### src/rtl/sdh_irq_pkg.sv
`timescale 1ns/1ps
package sdh_irq_pkg;
   // bit positions software decodes in the status word
   localparam int unsigned CMD_POS  = 0;
   localparam int unsigned XFER_POS = 1;
   localparam int unsigned N_STAT   = 2;

   typedef enum logic [1:0] {
      XF_OTHER = 2'd0,
      XF_TMO   = 2'd1,
      XF_DONE  = 2'd2
   } xfer_code_e;

   typedef enum logic [1:0] {
      CM_NONE = 2'd0,
      CM_OK   = 2'd1,
      CM_BAD  = 2'd2
   } cmd_code_e;
endpackage

### src/rtl/sdh_fall_det.sv
`timescale 1ns/1ps
module sdh_fall_det (
   input  logic clk,
   input  logic rst_n,
   input  logic lvl,
   output logic fall
);
   logic lvl_q;

   always_ff @(posedge clk or negedge rst_n) begin
      if (!rst_n) lvl_q <= 1'b0;
      else        lvl_q <= lvl;
   end

   assign fall = lvl_q & ~lvl;
endmodule

### src/rtl/sdh_w1c_bit.sv
`timescale 1ns/1ps
module sdh_w1c_bit (
   input  logic clk,
   input  logic rst_n,
   input  logic set,
   input  logic clr,
   output logic q
);
   always_ff @(posedge clk or negedge rst_n) begin
      if (!rst_n)   q <= 1'b0;
      else if (set) q <= 1'b1;   // hardware event beats software clear
      else if (clr) q <= 1'b0;
   end
endmodule

### src/rtl/sdh_stat_decode.sv
`timescale 1ns/1ps
module sdh_stat_decode
   import sdh_irq_pkg::*;
(
   input  logic       xfer_done,
   input  logic       data_tmo,
   input  logic       cmd_done,
   input  logic       cmd_tmo,
   output xfer_code_e xfer_code,
   output cmd_code_e  cmd_code
);
   always_comb begin
      if (xfer_done)     xfer_code = XF_DONE;
      else if (data_tmo) xfer_code = XF_TMO;
      else               xfer_code = XF_OTHER;
   end

   always_comb begin
      if (cmd_tmo)       cmd_code = CM_BAD;
      else if (cmd_done) cmd_code = CM_OK;
      else               cmd_code = CM_NONE;
   end
endmodule

### src/rtl/sdh_irq_status.sv
`timescale 1ns/1ps
module sdh_irq_status
   import sdh_irq_pkg::*;
#(
   parameter int unsigned WR_W    = 16,
   parameter bit          IRQ_REG = 1'b0
)(
   input  logic            clk,
   input  logic            rst_n,
   input  logic            xfer_is_read,
   input  logic            rd_xfer_busy,
   input  logic            dat_busy,
   input  logic            rsp_end_stb,
   input  logic            rsp_is_auto_stop,
   input  logic            data_tmo,
   input  logic            cmd_tmo,
   input  logic            wr_en,
   input  logic [WR_W-1:0] wr_data,
   input  logic [1:0]      irq_en,
   output logic [1:0]      stat_o,
   output logic [1:0]      xfer_code_o,
   output logic [1:0]      cmd_code_o,
   output logic            irq_o
);
   localparam int unsigned N_ACT  = 2;
   localparam int unsigned ACT_RD = 0;
   localparam int unsigned ACT_WR = 1;

   if (WR_W < N_STAT) begin : g_bad_width
      $error("sdh_irq_status: WR_W must cover the status bits");
   end

   // falling edge of each activity level
   logic [N_ACT-1:0] act_lvl;
   logic [N_ACT-1:0] act_fall;
   assign act_lvl[ACT_RD] = rd_xfer_busy;
   assign act_lvl[ACT_WR] = dat_busy;

   for (genvar i = 0; i < N_ACT; i++) begin : g_edge
      sdh_fall_det u_fd (
         .clk  (clk),
         .rst_n(rst_n),
         .lvl  (act_lvl[i]),
         .fall (act_fall[i])
      );
   end

   // set and clear requests per status bit
   logic [N_STAT-1:0] set_vec;
   logic [N_STAT-1:0] clr_vec;
   logic [N_STAT-1:0] stat_q;

   assign set_vec[XFER_POS] = xfer_is_read ? act_fall[ACT_RD] : act_fall[ACT_WR];
   assign set_vec[CMD_POS]  = rsp_end_stb & ~rsp_is_auto_stop;
   assign clr_vec           = {N_STAT{wr_en}} & wr_data[N_STAT-1:0];

   if (WR_W > N_STAT) begin : g_hi_bits
      logic unused_hi;
      assign unused_hi = ^wr_data[WR_W-1:N_STAT];
   end

   for (genvar b = 0; b < N_STAT; b++) begin : g_bit
      sdh_w1c_bit u_bit (
         .clk  (clk),
         .rst_n(rst_n),
         .set  (set_vec[b]),
         .clr  (clr_vec[b]),
         .q    (stat_q[b])
      );
   end

   assign stat_o = stat_q;

   xfer_code_e xf_code;
   cmd_code_e  cm_code;

   sdh_stat_decode u_dec (
      .xfer_done(stat_q[XFER_POS]),
      .data_tmo (data_tmo),
      .cmd_done (stat_q[CMD_POS]),
      .cmd_tmo  (cmd_tmo),
      .xfer_code(xf_code),
      .cmd_code (cm_code)
   );

   assign xfer_code_o = xf_code;
   assign cmd_code_o  = cm_code;

   // interrupt output: combinational or flopped variant
   logic irq_raw;
   assign irq_raw = |(stat_q & irq_en);

   if (IRQ_REG) begin : g_irq_ff
      logic irq_q;
      always_ff @(posedge clk or negedge rst_n) begin
         if (!rst_n) irq_q <= 1'b0;
         else        irq_q <= irq_raw;
      end
      assign irq_o = irq_q;
   end else begin : g_irq_comb
      assign irq_o = irq_raw;
   end
endmodule

### config.mk
export PLATFORM = sky130hd
export DESIGN_NAME = sdh_irq_status
export DESIGN_NICKNAME = d
export VERILOG_FILES = /design/src/rtl/sdh_irq_pkg.sv /design/src/rtl/sdh_fall_det.sv /design/src/rtl/sdh_w1c_bit.sv /design/src/rtl/sdh_stat_decode.sv /design/src/rtl/sdh_irq_status.sv
export SDC_FILE = /design/constraint.sdc
export NUM_CORES = 1
export LEC_CHECK = 0
export BUFFER_PORTS_ARGS = -buffer_cell sky130_fd_sc_hd__buf_2
export CAP_MARGIN = 40
export CORE_AREA = 3 3 40 42
export DETAILED_ROUTE_END_ITERATION = 10
export DIE_AREA = 0 0 43 45
export HOLD_SLACK_MARGIN = 0.15
export SKIP_LAST_GASP = 1
export SLEW_MARGIN = 20
export SYNTH_ARGS = -nofsm -noshare
export SYNTH_HDL_FRONTEND = slang
export SYNTH_HIERARCHICAL = 1
export SYNTH_SLANG_ARGS = --single-unit
### constraint.sdc
create_clock -name clk -period 1 [get_ports clk]
set_input_delay 0.2 -clock clk [delete_from_list [all_inputs] [get_ports clk]]
set_output_delay 0.2 -clock clk [all_outputs]
set_load 0.1 [all_outputs]
==> impl_metrics.sql <==
INSERT INTO impl_metrics (metric_group, metric, value, unit) VALUES
('pwr', 'p_per_area', '1680', 'nW/um^2'),
('logic_synthesis', 'yosys.area_share.xor_xnor', '0', '%'),
('sta', 'grt_setup_unrepaired', 'true', ''),
('placement', 'finalWeightedCongestion', '0.676', ''),
('routing', 'residual_drc_count', '0', ''),
('setup_path', 'cp.arrival', '1160', 'ps'),
('floorplanning', 'die_height', '45', 'um'),
('setup_path', 'r2r_slack', '-80', 'ps'),
('grt', 'grt_pass1_wl', '1080', 'um'),
('outcome', 'failed_checks', 'negative setup slack', ''),
('layout', 'filler_cell_count_in_the_final_layout', '129', ''),
('setup_path', 'worst_path_max_delay_cell', 'sky130_fd_sc_hd__dfrtp_4', ''),
('logic_synthesis', 'yosysSeqAreaShare', '42.6', '%'),
('clocking', 'cts-buffers-inserted', '3', ''),
('hold_path', 'worstHoldEndpoint', 'g_bit[0].u_bit/q', ''),
('grt', 'grtUsageTotal', '8.10', '%'),
('setup_path', 'timing.setup.critical_path_class', 'reg2out', ''),
('placement', 'io_buffer_count', '20', ''),
('logic_synthesis', 'synth_compound_area_share', '10.1', '%'),
('pwr', 'total_leakage_power', '0.292', 'nW'),
('sta', 'worst_setup_skew_after_layout', '10.9', 'ps'),
('grt', 'via_count_of_the_first_global_routing_pass', '255', ''),
('pwr', 'vdd.ir_drop.worst', '0.000803', 'V'),
('placement', 'placedCellCount', '54', ''),
('layout', 'most_common_cell_after_layout_fill_and_taps_aside', 'sky130_fd_sc_hd__buf_2', ''),
('sta', 'layout_min_cycle_time', '1360', 'ps'),
('sta', 'tightestPinTransition', '106', 'ps'),
('logic_synthesis', 'syn_area', '235', 'um^2'),
('layout', 'flow.area_growth_from_synthesis', '147', '%'),
('logic_synthesis', 'postSynthRegisterBits', '4', ''),
('setup_path', 'reg2reg_depth', '4', ''),
('logic_synthesis', 'synth.yosys.warnings', '6', ''),
('sta', 'worst_slew_margin_rel', '93.0', '%'),
('clocking', 'htree_levels', '1', ''),
('routing', 'first_pass_iters', '1', ''),
('grt', 'grt_start_max_net_pins', '5', ''),
('floorplanning', 'floorplan.initialDensity', '18.3', '%'),
('floorplanning', 'core-area', '1280', 'um^2'),
('layout', 'nNetsFinal', '78', ''),
('routing', 'ant_nets', '0', ''),
('setup_path', 'worstReg2RegEnd', 'g_bit[1].u_bit/q', ''),
('logic_synthesis', 'synth_fp_nets', '47', ''),
('logic_synthesis', 'synth_simple_gate_area_share', '31.4', '%'),
('setup_path', 'source_of_the_worst_register_to_register_timing_path', 'g_bit[1].u_bit/q', ''),
('floorplanning', 'dieWidth', '43', 'um'),
('sta', 'number_of_setup_violations_in_the_final_report', '7', ''),
('placement', 'dp_worst_setup_slack', '-197', 'ps'),
('pwr', 'power', '976', 'uW'),
('routing', 'detailroute.via_count', '248', ''),
('setup_path', 'timing.critical_path.max_delay_family', 'flip-flops', ''),
('floorplanning', 'design.die.area', '1940', 'um^2'),
('outcome', 'status', 'finished, violations left', ''),
('sta', 'worst_slack', '-356', 'ps'),
('setup_path', 'startpoint', 'g_bit[1].u_bit/q', ''),
('logic_synthesis', 'synthAdderAreaFrac', '0', '%'),
('placement', 'hpwlAfterDp', '501', 'um'),
('clocking', 'cts_root_buf', 'sky130_fd_sc_hd__clkbuf_4', ''),
('logic_synthesis', 'syn_avg_cell_area', '12.4', 'um^2'),
('clocking', 'clock_path_buffers', '2', ''),
('setup_path', 'crit_fanout', '3', ''),
('setup_path', 'cp_slowest_stage_delay', '470', 'ps'),
('layout', 'final_layout_size_suffix_gt1_share', '73.5', '%'),
('run', 'cap_viol_max_count', '0', ''),
('routing', 'drt_iter0_drc', '0', ''),
('layout', 'fin_cells', '64', ''),
('sta', 'timing.final.hold_violations', '0', ''),
('logic_synthesis', 'muxShareOfSynthArea', '6.38', '%'),
('layout', 'seq_area', '108', 'um^2'),
('routing', 'via_per_inst', '3.88', ''),
('sta', 'timing.final.crit_share', '136', '%'),
('floorplanning', 'ioPinCount', '35', '');
-- where the power goes --
part           internal (mW)  leakage [nW]  total (mW)  switching, mW
Combinational          0.244         0.233       0.557          0.313
Clock                  0.150        0.0150       0.224         0.0742
Sequential             0.184        0.0444       0.194         0.0106
-- stage by stage --
step / util (%) / instance area [um^2]
floorplan: - / 264
global placement: 35.8 / 460
detailed placement: 35.8 / 460
CTS: 44.3 / 569
global route: 45.3 / 582
finish: 45.3 / 582
-- synth_stat cells --
| master | number | share of area (%) |
|---|---|---|
| sky130_fd_sc_hd__dfrtp_1 | 4 | 43 |
| sky130_fd_sc_hd__nor2b_4 | 4 | 23 |
| sky130_fd_sc_hd__a21o_1 | 2 | 6.4 |
| sky130_fd_sc_hd__and2_1 | 2 | 5.3 |
| sky130_fd_sc_hd__buf_4 | 2 | 6.4 |
| sky130_fd_sc_hd__inv_1 | 2 | 3.2 |
| sky130_fd_sc_hd__a22o_1 | 1 | 3.7 |
| sky130_fd_sc_hd__mux2_4 | 1 | 6.4 |
| sky130_fd_sc_hd__nor2b_1 | 1 | 2.7 |
-- registers in the layout, indices dropped and copies added, names as in the netlist --
signal / flops
g_bit.u_bit/q: 2
g_edge.u_fd/lvl_q: 2
-- worst max path at each step --
stage | endpoint | slack (ps) | depth (start not counted)
floorplan | cmd_code_o[0] | -410 | 1
global placement | irq_o | -190 | 2
detailed placement | irq_o | -200 | 2
CTS | xfer_code_o[0] | -370 | 3
global route | xfer_code_o[0] | -400 | 3
finish | xfer_code_o[0] | -360 | 3
-- repair_timing --
action,4_1_cts,5_1_grt
endpoints found under the setup margin,6,8
gates resized for setup,5,3
setup buffers,3,0
pin swaps,0,3
cloned,0,0
hold buffers,3,0
hold endpoints to repair,6,0
-- tightest hold or removal path: stages --
cell and delay [ps]:
sky130_fd_sc_hd__buf_2 80, sky130_fd_sc_hd__nor2b_1 30, sky130_fd_sc_hd__a21o_1 140
-- logic make-up after synthesis --
| family | after synthesis |
|---|---|
| buffers and inverters | 4 |
| DFF | 4 |
| and+or+nand+nor | 7 |
| muxes | 1 |
| AOI/OAI and AO/OA | 3 |
-- per-layer routing --
metal  share of wire, %  GRT usage (%)  wire, um
met1                 36           7.77       243
met2                 51           14.1       345
met3                 14           4.78        93
met5                  0              0         0
met4                  0           3.61         0
-- final cells by class --
type | instances | area share, %
clock buffers | 4 | 4.52
inverters | 2 | 1.29
multi-input cells | 11 | 20.9
flip-flops and latches | 4 | 18.5
well taps | 15 | 3.23
repair buffers | 28 | 51.6
No activity file was read; power rests on OpenSTA's default activity.
